--- src/rtl/pwrmode_pkg.sv ---
// Shared types of the low-power mode sequencer.
// Assumes: state and cause codes are visible at the ports and fixed.
package pwrmode_pkg;

    typedef enum logic [2:0] {
        PM_RUN   = 3'd0,
        PM_IDLE  = 3'd1,
        PM_STOP1 = 3'd2,
        PM_STOP2 = 3'd3,
        PM_WARM  = 3'd4,
        PM_RSTX  = 3'd5
    } pm_state_e;

    typedef enum logic [1:0] {
        SEL_IDLE  = 2'b00,
        SEL_STOP1 = 2'b01,
        SEL_STOP2 = 2'b10,
        SEL_RSVD  = 2'b11
    } stby_sel_e;

    localparam logic [2:0] WC_NONE = 3'd0;
    localparam logic [2:0] WC_IRQ  = 3'd1;
    localparam logic [2:0] WC_NMI  = 3'd2;
    localparam logic [2:0] WC_PIN  = 3'd3;
    localparam logic [2:0] WC_VDET = 3'd4;

    // Bit positions of the wake-source vector.
    localparam int WS_IRQ  = 0;
    localparam int WS_NMI  = 1;
    localparam int WS_PIN  = 2;
    localparam int WS_VDET = 3;
    localparam int WS_N    = 4;

endpackage

--- src/rtl/pwrmode_selreg.sv ---
// Standby-select register.
// Assumes: a write becomes visible one edge later, so a same-cycle
// sleep request sees the old value.
module pwrmode_selreg
    import pwrmode_pkg::*;
#(
    parameter int SEL_W = 2
) (
    input  logic             clk,
    input  logic             rst_n,
    input  logic             we,
    input  logic [SEL_W-1:0] wdata,
    output logic [SEL_W-1:0] sel_q
);

    // Hold the selected standby code; reset selects idle.
    always_ff @(posedge clk) begin
        if (!rst_n)
            sel_q <= SEL_W'(SEL_IDLE);
        else if (we)
            sel_q <= wdata;
    end

endmodule

--- src/rtl/pwrmode_wakearb.sv ---
// Wake-source qualification and priority encoder.
// Assumes: each standby state has its own enable mask; warm-up accepts
// only the two reset sources; running accepts none.
module pwrmode_wakearb
    import pwrmode_pkg::*;
#(
    parameter logic [WS_N-1:0] MASK_IDLE  = 4'b1111,
    parameter logic [WS_N-1:0] MASK_STOP1 = 4'b1111,
    parameter logic [WS_N-1:0] MASK_STOP2 = 4'b1101
) (
    input  pm_state_e        st,
    input  logic [WS_N-1:0]  src,
    output logic             hit,
    output logic             is_rst,
    output logic [2:0]       cause
);

    localparam logic [WS_N-1:0] MASK_RSTONLY = (WS_N)'(1 << WS_PIN) | (WS_N)'(1 << WS_VDET);

    logic [WS_N-1:0] mask;
    logic [WS_N-1:0] eff;

    // Pick the enable mask belonging to the present state.
    always_comb begin
        case (st)
            PM_IDLE:  mask = MASK_IDLE;
            PM_STOP1: mask = MASK_STOP1;
            PM_STOP2: mask = MASK_STOP2;
            PM_WARM:  mask = MASK_RSTONLY;
            default:  mask = '0;
        endcase
    end

    // Qualify each source with its mask bit.
    for (genvar g = 0; g < WS_N; g++) begin : g_qual
        assign eff[g] = src[g] & mask[g];
    end

    // Encode the winner: voltage detect, pin, NMI, interrupt.
    always_comb begin
        hit    = |eff;
        is_rst = eff[WS_PIN] | eff[WS_VDET];
        if (eff[WS_VDET])
            cause = WC_VDET;
        else if (eff[WS_PIN])
            cause = WC_PIN;
        else if (eff[WS_NMI])
            cause = WC_NMI;
        else if (eff[WS_IRQ])
            cause = WC_IRQ;
        else
            cause = WC_NONE;
    end

endmodule

--- src/rtl/pwrmode_fsm.sv ---
// Mode state machine with the reset-exit hold counter and cause register.
// Assumes: wake qualification is done by the arbiter; rst_src is the raw
// OR of the pin and voltage-detect requests.
module pwrmode_fsm
    import pwrmode_pkg::*;
#(
    parameter int RST_CYC = 4
) (
    input  logic       clk,
    input  logic       rst_n,
    input  logic       sleep_req,
    input  logic [1:0] sel,
    input  logic       hit,
    input  logic       is_rst,
    input  logic [2:0] cause,
    input  logic       rst_src,
    input  logic       wu_done,
    output pm_state_e  st_q,
    output logic       wu_start_q,
    output logic [2:0] cause_q
);

    localparam int CW = (RST_CYC > 1) ? $clog2(RST_CYC) : 1;
    localparam logic [CW-1:0] LAST = CW'(RST_CYC - 1);

    pm_state_e   st_d;
    logic        wu_d;
    logic [2:0]  cause_d;
    logic [CW-1:0] cnt_q, cnt_d;

    // Next-state, warm-up request, cause capture and hold counter.
    always_comb begin
        st_d    = st_q;
        wu_d    = 1'b0;
        cause_d = cause_q;
        cnt_d   = cnt_q;
        case (st_q)
            PM_RUN: begin
                if (sleep_req) begin
                    case (stby_sel_e'(sel))
                        SEL_IDLE:  st_d = PM_IDLE;
                        SEL_STOP1: st_d = PM_STOP1;
                        SEL_STOP2: st_d = PM_STOP2;
                        default:   st_d = PM_RUN;
                    endcase
                end
            end
            PM_IDLE, PM_STOP1, PM_STOP2: begin
                if (hit) begin
                    cause_d = cause;
                    cnt_d   = '0;
                    if (is_rst || st_q == PM_STOP2) begin
                        st_d = PM_RSTX;
                    end else if (st_q == PM_STOP1) begin
                        st_d = PM_WARM;
                        wu_d = 1'b1;
                    end else begin
                        st_d = PM_RUN;
                    end
                end
            end
            PM_WARM: begin
                if (hit) begin
                    cause_d = cause;
                    cnt_d   = '0;
                    st_d    = PM_RSTX;
                end else if (wu_done) begin
                    st_d = PM_RUN;
                end
            end
            PM_RSTX: begin
                if (cnt_q >= LAST) begin
                    if (!rst_src)
                        st_d = PM_RUN;
                end else begin
                    cnt_d = cnt_q + 1'b1;
                end
            end
            default: st_d = PM_RUN;
        endcase
    end

    // State, pulse, cause and counter registers.
    always_ff @(posedge clk) begin
        if (!rst_n) begin
            st_q       <= PM_RUN;
            wu_start_q <= 1'b0;
            cause_q    <= WC_NONE;
            cnt_q      <= '0;
        end else begin
            st_q       <= st_d;
            wu_start_q <= wu_d;
            cause_q    <= cause_d;
            cnt_q      <= cnt_d;
        end
    end

endmodule

--- src/rtl/pwrmode_outdec.sv ---
// Decodes the state into the clock, oscillator and power-domain controls.
// Assumes: the warm-up pulse is registered elsewhere and only passed on.
module pwrmode_outdec
    import pwrmode_pkg::*;
(
    input  pm_state_e st,
    output logic      cpu_clk_en,
    output logic      hosc_en,
    output logic      main_iso,
    output logic      main_rst_req
);

    // One control set per state.
    always_comb begin
        cpu_clk_en   = 1'b0;
        hosc_en      = 1'b1;
        main_iso     = 1'b0;
        main_rst_req = 1'b0;
        case (st)
            PM_RUN:   cpu_clk_en = 1'b1;
            PM_IDLE:  hosc_en    = 1'b1;
            PM_STOP1: hosc_en    = 1'b0;
            PM_STOP2: begin
                hosc_en  = 1'b0;
                main_iso = 1'b1;
            end
            PM_WARM:  hosc_en    = 1'b1;
            PM_RSTX:  main_rst_req = 1'b1;
            default:  cpu_clk_en = 1'b1;
        endcase
    end

endmodule

--- src/rtl/pwrmode_seq.sv ---
// Low-power mode sequencer top: select register, wake arbiter, state
// machine and output decoder.
// Assumes: all inputs are synchronous to clk; the warm-up timer and
// power switches are external.
module pwrmode_seq
    import pwrmode_pkg::*;
#(
    parameter int               RST_CYC    = 4,
    parameter logic [WS_N-1:0]  MASK_IDLE  = 4'b1111,
    parameter logic [WS_N-1:0]  MASK_STOP1 = 4'b1111,
    parameter logic [WS_N-1:0]  MASK_STOP2 = 4'b1101
) (
    input  logic       clk,
    input  logic       rst_n,
    input  logic       sel_we,
    input  logic [1:0] sel_wdata,
    input  logic       sleep_req,
    input  logic       irq_wake,
    input  logic       nmi_wake,
    input  logic       pin_rst,
    input  logic       vdet_rst,
    input  logic       wu_done,
    output logic       cpu_clk_en,
    output logic       hosc_en,
    output logic       wu_start,
    output logic       main_iso,
    output logic       main_rst_req,
    output logic [2:0] mode_o,
    output logic [2:0] wake_cause
);

    logic [1:0]      sel_q;
    logic [WS_N-1:0] src;
    logic            hit, is_rst;
    logic [2:0]      cause;
    pm_state_e       st;

    // Gather the wake sources into one vector.
    always_comb begin
        src          = '0;
        src[WS_IRQ]  = irq_wake;
        src[WS_NMI]  = nmi_wake;
        src[WS_PIN]  = pin_rst;
        src[WS_VDET] = vdet_rst;
    end

    pwrmode_selreg #(.SEL_W(2)) u_sel (
        .clk   (clk),
        .rst_n (rst_n),
        .we    (sel_we),
        .wdata (sel_wdata),
        .sel_q (sel_q)
    );

    pwrmode_wakearb #(
        .MASK_IDLE  (MASK_IDLE),
        .MASK_STOP1 (MASK_STOP1),
        .MASK_STOP2 (MASK_STOP2)
    ) u_arb (
        .st     (st),
        .src    (src),
        .hit    (hit),
        .is_rst (is_rst),
        .cause  (cause)
    );

    pwrmode_fsm #(.RST_CYC(RST_CYC)) u_fsm (
        .clk        (clk),
        .rst_n      (rst_n),
        .sleep_req  (sleep_req),
        .sel        (sel_q),
        .hit        (hit),
        .is_rst     (is_rst),
        .cause      (cause),
        .rst_src    (pin_rst | vdet_rst),
        .wu_done    (wu_done),
        .st_q       (st),
        .wu_start_q (wu_start),
        .cause_q    (wake_cause)
    );

    pwrmode_outdec u_dec (
        .st           (st),
        .cpu_clk_en   (cpu_clk_en),
        .hosc_en      (hosc_en),
        .main_iso     (main_iso),
        .main_rst_req (main_rst_req)
    );

    // Present the state code at the port.
    assign mode_o = st;

endmodule

--- config.mk ---
export PLATFORM = sky130hd
export DESIGN_NAME = pwrmode_seq
export DESIGN_NICKNAME = d
export VERILOG_FILES = /design/src/rtl/pwrmode_pkg.sv /design/src/rtl/pwrmode_selreg.sv /design/src/rtl/pwrmode_wakearb.sv /design/src/rtl/pwrmode_fsm.sv /design/src/rtl/pwrmode_outdec.sv /design/src/rtl/pwrmode_seq.sv
export SDC_FILE = /design/constraint.sdc
export NUM_CORES = 1
export LEC_CHECK = 0
export ABC_AREA = 1
export BUFFER_PORTS_ARGS = -buffer_cell sky130_fd_sc_hd__buf_2
export CORE_AREA = 4 4 50 52
export CTS_CLUSTER_SIZE = 25
export DETAILED_ROUTE_END_ITERATION = 12
export DIE_AREA = 0 0 54 56
export PLACE_DENSITY = 0.69
export SLEW_MARGIN = 10
export SYNTH_ARGS = -nofsm -noshare
export SYNTH_HDL_FRONTEND = slang
export SYNTH_HIERARCHICAL = 1
export SYNTH_SLANG_ARGS = --single-unit
--- constraint.sdc ---
create_clock -name clk -period 5.6 [get_ports clk]
set_clock_uncertainty 0.15 [all_clocks]
set_input_delay 0.28 -clock clk [delete_from_list [all_inputs] [get_ports clk]]
set_output_delay 0.28 -clock clk [all_outputs]
set_load 0.05 [all_outputs]
-- Word-level counts from Yosys, hierarchy flattened
Cells that the tools add are included.
- register bits after elaboration: 11
- input bits: 11
- output and inout port bits: 11
- word-level logic and storage cells: 67
- add/subtract/negate cells: 1
- $lt $le $gt $ge: 1
- equal/unequal tests: 14
- mux-type cells: 23
- bitwise logic cells: 9
- reduce and logical (&&, ||, !) cells: 14
- operators by type and width (cell ; number):
    $mux 3 ; 11
    $pmux 3 s4 ; 1
    $pmux 4 s3 ; 1
    $reduce_or 4->1 ; 3
    $ne 2x2->1 const B ; 5
    $eq 3x2->1 const B ; 2
    $eq 3x3->1 const B ; 2
    $mux 1 ; 6
    $pmux 2 s3 ; 1
    $reduce_and 5->1 ; 1
    $reduce_or 5->1 ; 1
    $and 1x1->1 ; 4
    $mux 2 ; 2
    $pmux 2 s2 ; 1
    $reduce_or 2->1 ; 2
    $eq 3x1->1 const B ; 1
    $logic_not 3->1 ; 1
    $ne 3x3->1 const B ; 1
    $not 1->1 ; 3
    $reduce_and 3->1 ; 1
    $reduce_or 3->1 ; 1
    $add 2x1->2 const B ; 1
    $eq 2x1->1 const B ; 1
    $eq 2x2->1 const B ; 1
    other kinds (7) ; 8

-- Longest topological paths before layout
- word-level depth: 9
- depth in mapped cells: 12
- gate-level depth less buffers: 12

-- By module
Netlist, hierarchy kept.
- by module, submodules not included (module ; times used ; cells each ; area an instance (um^2)):
    pwrmode_fsm ; 1 ; 86 ; 561.8
    pwrmode_wakearb ; 1 ; 18 ; 107.6
    pwrmode_selreg ; 1 ; 12 ; 77.6
    pwrmode_outdec ; 1 ; 10 ; 42.5
    pwrmode_seq ; 1 ; 3 ; 11.3

-- Worst setup path before layout
Ideal clock, no wire load.
- path type: reg-to-output
- start: reg u_fsm.st_q[2]
- end: out cpu_clk_en
- arrival time: 1.926 ns
- slack: 3.244 ns
- stages on the path, launching flop included: 5
- cells stage by stage: dfxtp_1 -> inv_1 -> nand2_1 -> nand2_1 -> nor2_2
- longest elaborated chain between the ends: 3
- elaborated cells on any way between the ends: 7
- classes of those cells: eq/ne: 5; mux: 1; reduce/logical: 1
- RTL lines (item ; RTL line ; RTL):
    start: declaration ; pwrmode_fsm.sv:18 ; output pm_state_e st_q,
    start signal: assignment ; pwrmode_fsm.sv:91 ; st_q <= st_d;
    $eq 3x1->1, or another cell as far along ; pwrmode_outdec.sv:19 ; case (st)
    $reduce_or 5->1 (no line) * ; -- ;
    $mux 1 * ; pwrmode_outdec.sv:19 ;
    end: declaration ; pwrmode_seq.sv:23 ; output logic cpu_clk_en,
Every way passes the cells marked *; elsewhere a longest branch is shown, timed or not.

-- Worst setup path after layout
- start: reg u_fsm.st_q[1]
- end: reg u_fsm.st_q[0]
- elaborated cells on any way between the ends: 26
- classes of those cells: eq/ne: 10; mux: 5; bitwise: 5; reduce/logical: 6
- RTL lines (item ; RTL line ; RTL):
    $eq 3x1->1 or $eq 3x2->1 (tied branches) ; pwrmode_wakearb.sv:25 ; case (st)
    $reduce_or 2->1 (no line) ; -- ;
    $pmux 4 s3 * ; pwrmode_wakearb.sv:25 ;
    $and 1x1->1 ; pwrmode_wakearb.sv:36 ; assign eff[g] = src[g] & mask[g];
    $reduce_or 4->1 * ; pwrmode_wakearb.sv:41 ; hit = |eff;
    net hit ; pwrmode_seq.sv:34 ; logic hit, is_rst;
    $ne 3x3->1 (no line), or another cell as far along ; -- ;
    $reduce_and 5->1 (no line) or $pmux 3 s4 (tied branches) ; -- ;
The timed path passes the listed nets; every way through them passes the cells marked *. The select of a mux whose other input is x is not followed.
A chain may end at the register's enable or synchronous reset.

==> metrics.cfg <==
[hold_path]
hold_class=in2reg
min_to=u_sel/sel_q[0]$_SDFFE_PN0P_
hold_depth=3
min_from=sel_we

[critical_path]
path_max_fanout=13
critPathLaunchType=register
crit_required_ns=5.61
r2r_end=u_fsm/st_q[0]$_SDFFE_PN0P_
worstSetupPathType=reg2reg
r2r_start=u_fsm/st_q[1]$_SDFFE_PN0P_
endpoint_kind=register
cp.arrival_ns=2.11
rr_worst_depth=11
rrSetupSlack_ns=3.50

[power]
total_leakage_power_nw=0.526
internal_power_mw=0.247
power_frac_clock_pct=8.8
p_total_mw=0.609
ir_drop_mv=0.371
p_comb_share_pct=68.3
switching_share_pct=59.4
seq_power_share_pct=22.8
powerDensity_mw_per_mm2=630
switching_power_mw=0.362

[routing]
drc=0
post_drt_wl_per_cell_um=9.71
drtAntennaViolNets=0
wl_mm=1.77
drt_iter0_markers=17
vias=856
drt-pass1-iter-count=4
via_per_inst=4.70

[clocking]
cts_resized=0
cts_tree=done
postCtsHoldBufs=0
cts-htree-levels=1
cts_sinks=11
cts_root_buffer=clkbuf_4
post_cts_buffers=0
ctsLongestPathBuffers=2
clkLatencyLatePin_ns=0.27
numCtsBuffers=3
clk_pin_slew_ns=0.06

[final_layout]
final_util_pct=45.9
mostFrequentLayoutCells=24 x nand2_1, 23 x nor2_1, 21 x buf_2
nets=169
final_common_cell=nand2_1
antenna_cells=0
area_growth_syn_to_layout_pct=20.8
fin_cells=182
drive_gt1_share_pct=30.5

[die]
num_rows=17
dieWidth_um=54
core_mm2=0.00211
die_y_um=56
initial_core_util_pct=38.0
ios=22
die-area_mm2=0.00302

[yosys]
synthesis.area_um2=801
ys_types=21
syn_nets=143
avgSynthCellArea_um2=6.21
ys_ff_latch=11
ys_seq_area_share_pct=27.5
yosys_warnings=6
syn_inst=129

[flow_run]
max_cap_violations=0

[timing]
slew-limit-headroom_pct=65.6
slew_violations=0
finalSetupTns_ns=0
hold_viol_final=0
setup_viol=0
fin_ws_ns=3.50
min_period_ns=2.10
post-route-period-util_pct=37.5
timing.fmax_ghz=0.476
worst_pin_slew_ns=0.515
rsz0062_at_grt=no

[grt]
grt-ovfl-total=0
grt_max_degree=14
antenna_found_initial=0
grt_pass1_vias=757
grt_util_all_layers_pct=13.2
grt_pass1_wl_mm=3.00

[placement]
dp_hpwl_mm=1.43
placedCellCount=178
dp_slack_ns=3.55
gp_congestion=0.774
port_buffers=21

[status]
status=completed

-- power groups by stage --
stage	sequential [mW]	combinational (mW)	clock, mW
after floorplan	0.201	0.278	0
after CTS	0.140	0.418	0.0565
after detailed placement	0.141	0.417	0
final	0.139	0.416	0.0539
after global routing	0.145	0.465	0.0595
after global placement	0.140	0.414	0
-- registers in the layout, indices dropped and copies added (netlist names) --
name and count:
u_fsm/cause_q 3, u_fsm/st_q 3, u_fsm/cnt_q 2, u_sel/sel_q 2, u_fsm/wu_start_q 1
-- how the worst max path moves through the flow --
stage                     cells after the start                  startpoint                          to
after detailed placement                     11  u_fsm/st_q[1]$_SDFFE_PN0P_  u_fsm/st_q[0]$_SDFFE_PN0P_
after global routing                         11  u_fsm/st_q[2]$_SDFFE_PN0P_  u_fsm/st_q[0]$_SDFFE_PN0P_
after CTS                                    11  u_fsm/st_q[1]$_SDFFE_PN0P_  u_fsm/st_q[0]$_SDFFE_PN0P_
after floorplan                               4  u_fsm/st_q[2]$_SDFFE_PN0P_                  cpu_clk_en
after global placement                       11  u_fsm/st_q[1]$_SDFFE_PN0P_  u_fsm/st_q[0]$_SDFFE_PN0P_
final                                        11  u_fsm/st_q[1]$_SDFFE_PN0P_  u_fsm/st_q[0]$_SDFFE_PN0P_
-- metrics by stage --
step | hold slack (ns) | instance area [um^2]
3_3_place_gp | 0.312 | 941
6_report | 0.133 | 967
5_1_grt | 0.138 | 967
4_1_cts | 0.129 | 967
3_5_place_dp | 0.321 | 941
2_1_floorplan | 0.250 | 801
-- layer usage --
layer,up-vias,part of all wire (%),global-route usage (%)
met2,33,47,20.4
met3,2,7.9,2.41
li1,453,-,-
met5,-,0,0
met4,0,0.91,7.47
met1,368,44,16.7
-- critical path: stages (launching register included) --
cell and delay, ns:
dfxtp_1 0.64, nor2_2 0.11, nor2_2 0.14, nand3_1 0.13
nand3_1 0.26, nor2_1 0.09, nand3_1 0.09, nand2_1 0.07
nor2_1 0.12, nand3_1 0.09, nand2_1 0.06, nor2_1 0.03
-- Yosys cell counts --
cell type  number  share of area [%]
a21oi_1         5                3.1
a21oi_2         3                3.3
and3_2          1               0.94
dfxtp_1        11                 27
ha_1            3                4.7
inv_1          19                8.9
inv_2           3                1.4
inv_4           1               0.78
nand2_1        24                 11
nand2_2         6                4.7
nand2_4         1                1.4
nand3_1        11                6.9
nand3_2         1                1.3
nand3b_1        1               0.94
nand4_1         1               0.78
nor2_1         23                 11
nor2_2          5                3.9
nor3_1          1               0.62
o21ai_0         6                3.8
o21ai_2         2                2.2
o21bai_1        1               0.94
-- logic make-up after synthesis --
group,synth area share [%]
AOI/OAI and AO/OA,13.3
adders and majority gates,4.69
buffers and inverters,11.1
DFF,27.5
and+or+nand+nor,43.4
-- final cells by class --
type	instances	area [um^2]
tap	28	35.0
fill	224	1140
sequential	11	220
multi-input combinational	95	492
timing repair buffer	21	105
inverter	23	88.8
clock buffer	4	26.3
(Power assumes the default switching activity.)
